$ cat config.mk
export PLATFORM = sky130hd
export DESIGN_NAME = gpio_port
export DESIGN_NICKNAME = d
export VERILOG_FILES = /design/src/rtl/gpio_pkg.sv /design/src/rtl/gpio_cfg_split.sv /design/src/rtl/gpio_line_resolve.sv /design/src/rtl/gpio_change_notify.sv /design/src/rtl/gpio_port.sv
export SDC_FILE = /design/constraint.sdc
export NUM_CORES = 1
export LEC_CHECK = 0
export CAP_MARGIN = 25
export CELL_PAD_IN_SITES_DETAIL_PLACEMENT = 1
export CELL_PAD_IN_SITES_GLOBAL_PLACEMENT = 1
export CORE_UTILIZATION = 47
export DETAILED_ROUTE_END_ITERATION = 16
export DONT_BUFFER_PORTS = 1
export GPL_TIMING_DRIVEN = 0
export PLACE_DENSITY = 0.86
export SYNTH_ARGS = -nofsm -noshare
export SYNTH_HDL_FRONTEND = slang
export SYNTH_SLANG_ARGS = --single-unit
export TNS_END_PERCENT = 100
$ cat constraint.sdc
create_clock -name clk -period 2.75 [get_ports clk]
set_input_delay 0.55 -clock clk [delete_from_list [all_inputs] [get_ports clk]]
set_output_delay 0.55 -clock clk [all_outputs]
set_load 0.005 [all_outputs]
$ cat src/rtl/gpio_pkg.sv
package gpio_pkg;
    localparam int ADDR_W    = 3;
    localparam int RD_W      = 32;
    localparam int SLOT_BASE = 4;

    typedef enum logic [ADDR_W-1:0] {
        REG_CTRL = 3'd0,
        REG_DATA = 3'd1,
        REG_IRQC = 3'd2
    } reg_sel_e;
endpackage

$ cat src/rtl/gpio_cfg_split.sv
module gpio_cfg_split #(
    parameter int NPINS = 16
) (
    input  logic [2*NPINS-1:0] ctrl_i,
    output logic [NPINS-1:0]   dir_o,
    output logic [NPINS-1:0]   pull_o
);
    for (genvar n = 0; n < NPINS; n++) begin : g_pin
        assign dir_o[n]  = ctrl_i[2*n];
        assign pull_o[n] = ctrl_i[2*n+1];
    end
endmodule

$ cat src/rtl/gpio_line_resolve.sv
module gpio_line_resolve #(
    parameter int NPINS = 16
) (
    input  logic [NPINS-1:0] cpu_dir_i,
    input  logic [NPINS-1:0] cpu_val_i,
    input  logic [NPINS-1:0] per_oe_i,
    input  logic [NPINS-1:0] per_val_i,
    input  logic [NPINS-1:0] pull_i,
    output logic [NPINS-1:0] lines_o
);
    logic [NPINS-1:0] undriven;

    always_comb begin
        undriven = ~(cpu_dir_i | per_oe_i);
        lines_o  = (cpu_dir_i & cpu_val_i) | (per_oe_i & per_val_i) | (undriven & pull_i);
    end
endmodule

$ cat src/rtl/gpio_change_notify.sv
module gpio_change_notify #(
    parameter int NPINS    = 16,
    parameter int NCLIENTS = 4
) (
    input  logic                            clk,
    input  logic                            rst_n,
    input  logic [NPINS-1:0]                lines_i,
    input  logic [NCLIENTS-1:0][NPINS-1:0]  masks_i,
    input  logic [NCLIENTS-1:0]             valid_i,
    output logic [NPINS-1:0]                change_o,
    output logic [NCLIENTS-1:0]             notify_o
);
    typedef struct packed {
        logic [NPINS-1:0]    prev;
        logic [NPINS-1:0]    change;
        logic [NCLIENTS-1:0] notify;
    } trk_t;

    trk_t trk_d, trk_q;

    always_comb begin
        trk_d.prev   = lines_i;
        trk_d.change = lines_i ^ trk_q.prev;
        for (int i = 0; i < NCLIENTS; i++) begin
            trk_d.notify[i] = valid_i[i] & (|(masks_i[i] & trk_d.change));
        end
    end

    always_ff @(posedge clk) begin
        if (!rst_n) trk_q <= '0;
        else        trk_q <= trk_d;
    end

    assign change_o = trk_q.change;
    assign notify_o = trk_q.notify;
endmodule

$ cat src/rtl/gpio_port.sv
module gpio_port
    import gpio_pkg::*;
#(
    parameter int NPINS    = 16,
    parameter int NCLIENTS = 4
) (
    input  logic                clk,
    input  logic                rst_n,
    input  logic                reg_valid,
    input  logic                reg_write,
    input  logic [ADDR_W-1:0]   reg_addr,
    input  logic [RD_W-1:0]     reg_wdata,
    output logic [RD_W-1:0]     reg_rdata,
    input  logic [NPINS-1:0]    periph_oe,
    input  logic [NPINS-1:0]    periph_val,
    output logic [NPINS-1:0]    pins_o,
    output logic [NPINS-1:0]    change_o,
    output logic [NCLIENTS-1:0] notify_o,
    output logic                cfg_unsup_o
);
    localparam int CTRL_W  = 2 * NPINS;
    localparam int VLD_BIT = NPINS;

    typedef struct packed {
        logic [CTRL_W-1:0]               ctrl;
        logic [NPINS-1:0]                data;
        logic [NCLIENTS-1:0][NPINS-1:0]  mask;
        logic [NCLIENTS-1:0]             valid;
        logic                            unsup;
    } regs_t;

    regs_t rg_d, rg_q;
    logic [NPINS-1:0] cpu_dir, cpu_pull;
    logic wr_en, rd_en;

    assign wr_en = reg_valid & reg_write;
    assign rd_en = reg_valid & ~reg_write;

    always_comb begin
        rg_d = rg_q;
        if (wr_en) begin
            case (reg_addr)
                REG_CTRL: rg_d.ctrl  = reg_wdata[CTRL_W-1:0];
                REG_DATA: rg_d.data  = reg_wdata[NPINS-1:0];
                REG_IRQC: rg_d.unsup = |reg_wdata[NPINS-1:0];
                default: ;
            endcase
            for (int i = 0; i < NCLIENTS; i++) begin
                if (int'(reg_addr) == SLOT_BASE + i) begin
                    rg_d.mask[i]  = reg_wdata[NPINS-1:0];
                    rg_d.valid[i] = reg_wdata[VLD_BIT];
                end
            end
        end
    end

    always_ff @(posedge clk) begin
        if (!rst_n) rg_q <= '0;
        else        rg_q <= rg_d;
    end

    gpio_cfg_split #(.NPINS(NPINS)) u_split (
        .ctrl_i (rg_q.ctrl),
        .dir_o  (cpu_dir),
        .pull_o (cpu_pull)
    );

    gpio_line_resolve #(.NPINS(NPINS)) u_resolve (
        .cpu_dir_i (cpu_dir),
        .cpu_val_i (rg_q.data),
        .per_oe_i  (periph_oe),
        .per_val_i (periph_val),
        .pull_i    (cpu_pull),
        .lines_o   (pins_o)
    );

    gpio_change_notify #(.NPINS(NPINS), .NCLIENTS(NCLIENTS)) u_notify (
        .clk      (clk),
        .rst_n    (rst_n),
        .lines_i  (pins_o),
        .masks_i  (rg_q.mask),
        .valid_i  (rg_q.valid),
        .change_o (change_o),
        .notify_o (notify_o)
    );

    always_comb begin
        reg_rdata = '0;
        if (rd_en) begin
            case (reg_addr)
                REG_CTRL: reg_rdata = RD_W'(rg_q.ctrl);
                REG_DATA: reg_rdata = RD_W'(pins_o);
                REG_IRQC: reg_rdata = RD_W'(rg_q.unsup);
                default: ;
            endcase
            for (int i = 0; i < NCLIENTS; i++) begin
                if (int'(reg_addr) == SLOT_BASE + i) begin
                    reg_rdata = RD_W'({rg_q.valid[i], rg_q.mask[i]});
                end
            end
        end
    end

    assign cfg_unsup_o = rg_q.unsup;
endmodule

==> results of run 1 <==
## cells in the final DEF, fill, tap and decap left out, types with 3 or more instances in the layout
master     netlist  layout
nor4_1          20       9
o22a_1          15      15
dfxtp_1        153     153
nor2_1          52      52
a22o_1           8       8
bufinv_16        0       3
a21boi_0        36      36
clkinv_2         0       5
nor4_2           1      11
o22ai_1         15      15
nand2_1        244     243
a221oi_1        10      10
mux2i_1          3       3
buf_4           36      36
clkbuf_16        0      17
a31oi_1          4       4
a22oi_1         15      15
buf_2           16      16
inv_1           17      17
clkbuf_1        37      39
a21oi_1         98      98
xnor2_1         16      16
nor3b_1         15      15
and2_1          31      31
and4_1           5       5
nand2b_1         4       4
a221oi_2        14      14
mux2_2          16      16
## routing by layer
| metal | up-vias | global-route usage, % |
|---|---|---|
| met5 | - | 0 |
| met4 | 0 | 17.4 |
| met3 | 84 | 11.2 |
| met2 | 354 | 55.2 |
| met1 | 3355 | 42.4 |
| li1 | 3114 | - |
## worst min-delay path by stage
| stage | to | startpoint |
|---|---|---|
| floorplan | u_notify.notify_o[1] | rg_q[2] |
| global placement | rg_q[108] | rg_q[108] |
| detailed placement | u_notify.notify_o[0] | rg_q[1] |
| CTS | rg_q[113] | reg_wdata[28] |
| global route | rg_q[8] | reg_wdata[3] |
| finish | rg_q[32] | reg_wdata[11] |
## critical path, delay by kind of cell
| family | cells | cell delay (ns) |
|---|---|---|
| buffers and inverters | 4 | 1.05 |
| and+or+nand+nor | 2 | 0.54 |
## final cells by class
| class | instances | area [sq um] |
|---|---|---|
| Fill cell | 1867 | 6990 |
| Multi-Input combinational cell | 642 | 3750 |
| Sequential cell | 153 | 3060 |
| Buffer | 91 | 500 |
| Clock buffer | 22 | 464 |
| Tap cell | 188 | 235 |
| Clock inverter | 9 | 123 |
| Inverter | 18 | 67.6 |
| Timing Repair Buffer | 1 | 5.00 |
| Antenna cell | 1 | 2.50 |
## kinds of logic after synthesis
kind of cell	Yosys count
simple gates	387
compound gates	219
flops	153
buf+inv	110
mux	20
xor+xnor	16
## stage by stage
step	setup TNS [ns]	hold WS [ns]	cell area (sq um)	setup slack [ns]	utilization, %
global route	0	0.242	8210	0.00636	54.0
floorplan	0	0.422	7300	0.451	-
finish	0	0.248	8210	0.0395	54.0
global placement	-5.40	0.454	7540	-0.413	49.6
detailed placement	-0.578	0.455	7540	-0.115	49.6
CTS	0	0.237	8190	0.0306	53.9
## sequential cells by signal, indices dropped and copies added, names as in the netlist
name / flops
rg_q: 116
u_notify.change_o: 16
cfg_unsup_o: 1
u_notify.trk_q: 16
u_notify.notify_o: 4
## power by group through the flow
stage          clock [mW]  combinational (mW)  sequential [mW]
5_1_grt              2.48               0.510             2.30
3_5_place_dp            0               0.453             2.34
2_1_floorplan           0               0.309             2.33
6_report             2.38               0.485             2.30
4_1_cts              2.38               0.466             2.29
3_3_place_gp            0               0.445             2.34
## timing repair
item | CTS | global route
gates cloned | 0 | 0
resized for setup | 10 | 5
setup buffers | 0 | 0
setup endpoints to repair | 10 | 21
==> results.cfg, run 1 <==
[yosys]
synth_fa_ha_area_share_pct = 0
synth-xor-area-share_pct = 1.92
synth_nets = 976
synth_top_family_by_area = simple AND/OR/NAND/NOR gates
synth_compound_area_share_pct = 21.2
synth-seq-cells = 153
synth_cell_type_count = 44
synth_area_sq_um = 7300
synthMuxAreaShare_pct = 3.19
synth_async_sr_flop_share_pct = 0
synth.area.top_cells = dfxtp_1 (42%), nand2_1 (13%), a21oi_1 (6.7%), a21boi_0 (3.7%), buf_4 (3.7%)
synthSimpleGateAreaFrac_pct = 24.0
netlist_instances = 905
ys_warn_count = 0
yosysTopAreaCellShare_pct = 41.9
yosysMostFrequentCell = nand2_1
ys.flop_type = dfxtp_1
synthTopCellsByCount = nand2_1 (244), dfxtp_1 (153), a21oi_1 (98)
avgSynthCellArea_sq_um = 8.07
yosys.area.top_type = dfxtp_1
synth-edff-count = 0
seq_area_frac_synth_pct = 41.9

[cts]
numCtsBuffers = 17
cts_tree = built
clk_pin_slew_ns = 0.06
clock_latency_ns = 0.44
cts.path.max_buffers = 2
ctsRootBufferMaster = clkbuf_16
clock-sinks = 153
h-tree-depth = 4
cts_hold_buf = 0

[place]
place_congestion = 0.950
place_hpwl_um = 19600
portBuffers = 0
placed_cells = 1094

[run]
cap_violations = 0

[timing]
maxSlewViolCount = 0
finalClockSkew_ns = 0.00479
fin_crit_ns = 2.71
fmax_ghz = 0.369
setup_viol_count_final = 0
worstMarginPinSlew_ns = 1.07
rsz0062_at_grt = false
final_hold_viol_count = 0
max-slew-margin-rel_pct = 28.4
period_share_pct = 98.6

[pwr]
power_mw = 5.16
powerDensity_nw_per_um2 = 628
power_switching_mw = 1.27
swShare_pct = 24.6
vdd_drop_max_uv = 427
pwr-share-comb_pct = 9.4
power.share.clock_pct = 46.1
leakage_nw = 2.91
pwr-share-seq_pct = 44.5
p_int_mw = 3.89

[critical_path]
cp_common_cell = buf_2
endpoint_kind = primary output
r2r-start = rg_q[101]
crit_type = primary input to primary output
startpoint_type = primary input
crit_path_max_incr_delay_ns = 0.44
crit_chain = buf_2, clkbuf_4, buf_2, buf_2, nor2_1, nor4_2
endpoint = reg_rdata[11]
reg2reg_slack_ns = 0.19
cp.required_ns = 2.20
crit_path_top_delay_cell = nor4_2
path_max_fanout = 10
cp-startpoint = reg_addr[2]
rr_worst_depth = 6
worstPathArrival_ns = 2.16
reg2reg_to = u_notify.notify_o[1]

[layout]
drive_gt1_share_pct = 14.3
nNetsFinal = 995
areaGrowthSynthToFinish_pct = 12.5
stdcell_count = 1125

[drt]
met1Wirelength_um = 10900
met2_length_um = 12400
dr.first_iter.drc_count = 742
antenna_left = 0
dr.pass1.iters = 5
vias = 6907
drc = 0
dr_wl_met3_um = 2680
dr.max_layer_used = met4
via_per_inst = 6.14
routedWlPerCell_um = 24.3
drt-total-wl_um = 27300

[global_route]
grt_pass1_wl_um = 40600
grt_util_all_layers_pct = 34.7
grt_max_degree = 17
antenna_found_initial = 0
grt-ovfl-total = 0
first_global_vias = 6891

[die]
start_util_pct = 48.0
rows = 45
fp.coreArea_sq_um = 15200
ios = 140
dieWidth_um = 127
die_h_um = 127
dieArea_sq_um = 16000

[worst_hold_path]
holdPathStages = 2
hold_class = primary input to flip-flop

[status]
status = complete, no violations
(Power assumes the default switching activity.)
==> run 2, diff against run 1 <==
--- a/config.mk
+++ b/config.mk
@@ -8,6 +8,7 @@
 export CAP_MARGIN = 25
 export CELL_PAD_IN_SITES_DETAIL_PLACEMENT = 1
 export CELL_PAD_IN_SITES_GLOBAL_PLACEMENT = 1
+export CORE_ASPECT_RATIO = 1.75
 export CORE_UTILIZATION = 47
 export DETAILED_ROUTE_END_ITERATION = 16
 export DONT_BUFFER_PORTS = 1
==> run 2 against run 1 <==
Compared with the run above: clock skew increased by 0.0047 ns; setup slack improved by 0.0043 ns; largest power group unchanged; largest cell class unchanged; total power rose by 2.6%; sequential share of layout area barely moved; routed wire length up 8.6%; cell count decreased by 0.62%.
==> results.cfg, run 2 (synthesis results as in run 1) <==
[layout]
areaGrowthSynthToFinish_pct = 12.4
nFillCells = 1850
drive_gt1_share_pct = 14.1
regMostFlops = rg_q
multi_input_area_sq_um = 3730
largest_register_ffs = 116
layout_commonest_cell = nand2_1
final_cell_area_sq_um = 8210
postLayoutCoreUtil_pct = 54.5
stdcell_count = 1118
seq_area_sq_um = 3060
layout_common_cells = nand2_1 (243), dfxtp_1 (153), a21oi_1 (98)
nNetsFinal = 994
diodes = 0

[die]
dieWidth_um = 96.2
fp.coreArea_sq_um = 15100
die_h_um = 167
rows = 59
ios = 140
dieArea_sq_um = 16100
start_util_pct = 48.5

[pwr]
powerDensity_nw_per_um2 = 645
leakage_nw = 2.92
vdd_drop_max_uv = 406

[critical_path]
crit_type = primary input to primary output
worstPathArrival_ns = 2.16
crit_path_top_delay_cell = nor4_2
startpoint_type = primary input
r2r-start = rg_q[90]
path_max_fanout = 10
endpoint_kind = primary output
cp.required_ns = 2.20
rr_worst_depth = 6
crit_chain = buf_2, clkbuf_4, buf_2, buf_2, nor2_1, nor4_2
cp_common_cell = buf_2
crit_path_max_incr_delay_ns = 0.38
reg2reg_slack_ns = 0.18
reg2reg_to = u_notify.notify_o[3]

[worst_hold_path]
holdPathStages = 2
hold_class = primary input to flip-flop
worstHoldEndpoint = rg_q[109]
min_from = reg_wdata[24]

[timing]
period_share_pct = 98.4
setup_tns_ns = 0
fin_crit_ns = 2.71
final_hold_viol_count = 0
worstMarginPinSlew_ns = 1.11
setup_viol_count_final = 0
rsz0062_at_grt = false
maxSlewViolCount = 0
max-slew-margin-rel_pct = 25.8
fmax_ghz = 0.370
fin_ws_ns = 0.0438
finalClockSkew_ns = 0.00948

[place]
place_hpwl_um = 21800
portBuffers = 0
placed_cell_area_sq_um = 7530
place_congestion = 0.976
pre_cts_slack_ns = -0.419
placed_cells = 1088

[cts]
cts_tree = built
clk_pin_slew_ns = 0.06
ctsRootBufferMaster = clkbuf_16
numCtsBuffers = 17
clock_latency_ns = 0.43
cts.path.max_buffers = 2
cts_hold_buf = 0
h-tree-depth = 4
clock-sinks = 153

[drt]
routedWlPerCell_um = 26.5
antenna_left = 0
dr.first_iter.drc_count = 574
via_per_inst = 6.30
vias = 7042
drt-total-wl_um = 29700
dr.pass1.iters = 5
drc = 0

[global_route]
grt_pass1_wl_um = 44900
grt_max_degree = 17
grt-ovfl-total = 0
antenna_found_initial = 0
first_global_vias = 7708
grt_util_all_layers_pct = 38.9

[status]
status = complete, no violations

[run]
cap_violations = 0
==> run 2: changes by cell type in the layout (fill, tap and decap cells not counted), moves of 2 or more <==
cell and delta:
nor4_2 -4, clkinvlp_4 +2, clkbuf_1 -3, nor4_1 +4, inv_6 +2, clkinv_2 -3
==> run 2: cell type report <==
| type | instances | share of cell area, % |
|---|---|---|
| Buffer | 90 | 6.07 |
| Clock buffer | 20 | 5.44 |
| Clock inverter | 11 | 2.07 |
| Inverter | 18 | 0.823 |
| Multi-Input combinational cell | 642 | 45.4 |
| Sequential cell | 153 | 37.3 |
| Tap cell | 183 | 2.79 |
| Timing Repair Buffer | 1 | 0.0914 |
==> run 2: through the flow <==
step / hold WS, ns / total power, mW
after CTS: 0.253 / 5.27
after global placement: 0.453 / 2.79
after global routing: 0.252 / 5.42
after detailed placement: 0.465 / 2.80
after floorplan: 0.422 / 2.64
final: 0.253 / 5.30
==> run 2: worst max-delay path by stage <==
stage                 from             to  slack (ns)  cells past startpoint
2_1_floorplan    reg_write  reg_rdata[21]        0.45                      6
3_3_place_gp     reg_write  reg_rdata[22]       -0.37                      6
3_5_place_dp     reg_write  reg_rdata[22]       -0.42                      6
4_1_cts        reg_addr[2]  reg_rdata[14]       -0.01                      6
5_1_grt        reg_addr[2]  reg_rdata[10]       0.006                      6
6_report       reg_addr[2]   reg_rdata[8]        0.04                      6
==> run 2: worst max-delay path: cells and delay by family <==
family | cells | cell delay (ns)
buffers and inverters | 4 | 1.09
AND/OR/NAND/NOR | 2 | 0.50
==> run 2: where the power goes <==
| part | total [mW] | switching (mW) | internal [mW] |
|---|---|---|---|
| Clock | 2.52 | 0.978 | 1.54 |
| Combinational | 0.480 | 0.317 | 0.163 |
| Sequential | 2.30 | 0.0331 | 2.26 |
| Total | 5.30 | 1.33 | 3.97 |
==> run 2: what timing repair did <==
item	4_1_cts	5_1_grt
pin swaps	0	1
resized for setup	6	8
hold endpoints to repair	0	0
buffers inserted	0	1
endpoints found under the setup margin	22	25
==> run 2: layer usage <==
metal	share of wire (%)	vias up	track usage, %
met4	8.9	0	31.9
met3	7.0	165	8.90
met1	33	3391	39.2
met2	51	381	65.7
li1	-	3105	-
met5	0	-	0
==> run 3, diff against run 2 <==
--- a/config.mk
+++ b/config.mk
@@ -9,12 +9,14 @@
 export CELL_PAD_IN_SITES_DETAIL_PLACEMENT = 1
 export CELL_PAD_IN_SITES_GLOBAL_PLACEMENT = 1
 export CORE_ASPECT_RATIO = 1.75
-export CORE_UTILIZATION = 47
+export CORE_UTILIZATION = 48
 export DETAILED_ROUTE_END_ITERATION = 16
 export DONT_BUFFER_PORTS = 1
 export GPL_TIMING_DRIVEN = 0
-export PLACE_DENSITY = 0.86
+export PLACE_DENSITY = 0.82
+export SETUP_SLACK_MARGIN = 0.3
 export SYNTH_ARGS = -nofsm -noshare
 export SYNTH_HDL_FRONTEND = slang
+export SYNTH_HIERARCHICAL = 1
 export SYNTH_SLANG_ARGS = --single-unit
 export TNS_END_PERCENT = 100
==> run 3 against run 2 <==
Compared with the run above: register-to-register slack improved by 0.09 ns; clock power barely moved; routed wire length fell by 3.1%; sequential share of layout area fell by 1.9 points; highest routed layer unchanged; setup slack got worse by 0.060 ns; synthesized area rose by 3.6%; clock-buffer cell count did not move; sequential cell count did not move; largest power group unchanged; first-iteration DRC count fell by 15%; via count fell by 6.6%; global-route usage fell by 4.1 points; the flow now finishes with violations (setup timing); critical endpoint is now reg_rdata[14]; total power fell by 1.5%.
==> results.cfg, run 3 <==
[timing]
maxSlewViolCount = 0
max-slew-margin-rel_pct = 39.3
setup_viol_count_final = 2
fin_ws_ns = -0.0166
worstMarginPinSlew_ns = 0.911
finalClockSkew_ns = 0.00974
period_share_pct = 101
hold_slack_ns = 0.245
rsz0062_at_grt = true
final_hold_viol_count = 0
fmax_ghz = 0.361
fin_crit_ns = 2.77

[die]
dieArea_sq_um = 16300
start_util_pct = 49.1
dieWidth_um = 96.9
ios = 140
rows = 60
die_h_um = 168
fp.coreArea_sq_um = 15400

[layout]
layout_commonest_cell = nand2_1
stdcell_count = 1035
postLayoutCoreUtil_pct = 56.7
layout_common_cells = nand2_1 (169), dfxtp_1 (136), a21boi_0 (59)
nNetsFinal = 907
regMostFlops = rg_q
largest_register_ffs = 116
diodes = 0
drive_gt1_share_pct = 26.0
areaGrowthSynthToFinish_pct = 15.4

[critical_path]
startpoint_type = flip-flop
cp.required_ns = 2.20
path_max_fanout = 4
crit_type = flip-flop to primary output
r2r-start = rg_q[110]
endpoint_kind = primary output
cp-startpoint = rg_q[114]
worstPathArrival_ns = 2.22

[yosys]
ys.flop_type = dfxtp_1
synth_cell_type_count = 42
synth-seq-cells = 153
yosys.area.top_type = dfxtp_1
seq_area_frac_synth_pct = 40.5
synth-edff-count = 0
synth_top_family_by_area = simple AND/OR/NAND/NOR gates
synth_nets = 881
yosysMostFrequentCell = nand2_1
synth_area_sq_um = 7560
synth_async_sr_flop_share_pct = 0
netlist_instances = 810
synthSimpleGateAreaFrac_pct = 21.3
yosysTopAreaCellShare_pct = 40.5
synthMuxAreaShare_pct = 11.3
synth.area.top_cells = dfxtp_1 (40%), nand2_1 (8.4%), a21boi_0 (5.9%), buf_4 (5.7%), mux2i_1 (4.5%)
avgSynthCellArea_sq_um = 9.34
synth_compound_area_share_pct = 16.4
synthTopCellsByCount = nand2_1 (169), dfxtp_1 (153), a21boi_0 (59)
synth_fa_ha_area_share_pct = 0
synth-xor-area-share_pct = 1.85
ys_warn_count = 6

[global_route]
grt_util_all_layers_pct = 34.8
grt_pass1_wl_um = 41900
first_global_vias = 7082
grt-ovfl-total = 0
grt_max_degree = 17
antenna_found_initial = 0

[drt]
drc = 0
drt-total-wl_um = 28700
dr.pass1.iters = 4
via_per_inst = 6.35
routedWlPerCell_um = 27.8
vias = 6574
antenna_left = 0
dr.first_iter.drc_count = 487

[place]
portBuffers = 0
place_hpwl_um = 20400
placed_cells = 996
place_congestion = 0.939

[cts]
cts_hold_buf = 0
numCtsBuffers = 17
clk_pin_slew_ns = 0.07
h-tree-depth = 4
cts_tree = built
cts.path.max_buffers = 2
clock_latency_ns = 0.43
ctsRootBufferMaster = clkbuf_16
clock-sinks = 153

[pwr]
power_mw = 5.22
powerDensity_nw_per_um2 = 598
vdd_drop_max_uv = 421
leakage_nw = 3.15

[run]
cap_violations = 0

[worst_hold_path]
hold_class = primary input to flip-flop
min_from = reg_wdata[21]

[status]
status = finished, violations left
violations = setup timing
==> run 3: critical path, cell delays in order, from the launching register on <==
cell,delay [ns]
dfxtp_2,0.33
buf_6,0.11
nor3b_4,0.14
a221o_1,0.36
mux4_2,0.54
a22oi_2,0.22
nor2_2,0.09
==> run 3: power breakdown <==
| group | internal, mW | total, mW | switching, mW |
|---|---|---|---|
| Combinational | 0.170 | 0.437 | 0.268 |
| Sequential | 2.26 | 2.29 | 0.0287 |
| Clock | 1.49 | 2.49 | 1.00 |
==> run 3: worst paths after layout <==
kind	to	slack, ns	cells after the start
worst max-delay path	reg_rdata[14]	-0.02	6
worst min-delay path	rg_q[106]	0.25	2
worst max register to register	u_notify/notify_o[0]	0.27	8
worst min register to register	rg_q[110]	0.46	2
==> run 3: layout make-up <==
cell class	count	area [sq um]
fillers	1707	6660
multi-input cells	556	4050
flip-flops and latches	153	3090
plain buffers	100	682
clock buffers	20	457
well taps	186	233
clock inverters	12	163
repair buffers	7	52.6
inverters	1	3.75
==> run 3: what timing repair did <==
item / 4_1_cts / 5_1_grt
gates resized for setup: 37 / 45
pin swaps: 6 / 14
setup buffers: 3 / 4
setup endpoints to repair: 28 / 29
endpoints found under the hold margin: 0 / 0
==> run 3: kinds of logic (layout without fill, tap and decap cells) <==
family,count (synthesis),after routing
xor+xnor,16,16
flops,153,153
compound gates,156,156
buf+inv,101,140
mux,65,65
simple gates,319,319
==> run 3: layer usage <==
layer | global-route usage [%] | wire length (um) | share of wire, % | vias to the layer above
li1 | - | - | - | 2815
met1 | 33.7 | 9600 | 33 | 3243
met4 | 28.4 | 2450 | 8.5 | 0
met5 | 0 | 0 | 0 | -
met3 | 7.64 | 2010 | 7.0 | 141
met2 | 62.5 | 14700 | 51 | 375
==> run 3: stage by stage <==
stage / instance area, sq um / setup TNS [ns] / worst slack, ns
6_report: 8730 / -0.0246 / -0.0166
5_1_grt: 8730 / -0.290 / -0.0437
4_1_cts: 8540 / -0.135 / -0.0309
3_5_place_dp: 7800 / 0 / 0.115
3_3_place_gp: 7800 / 0 / 0.137
2_1_floorplan: 7560 / 0 / 0.511
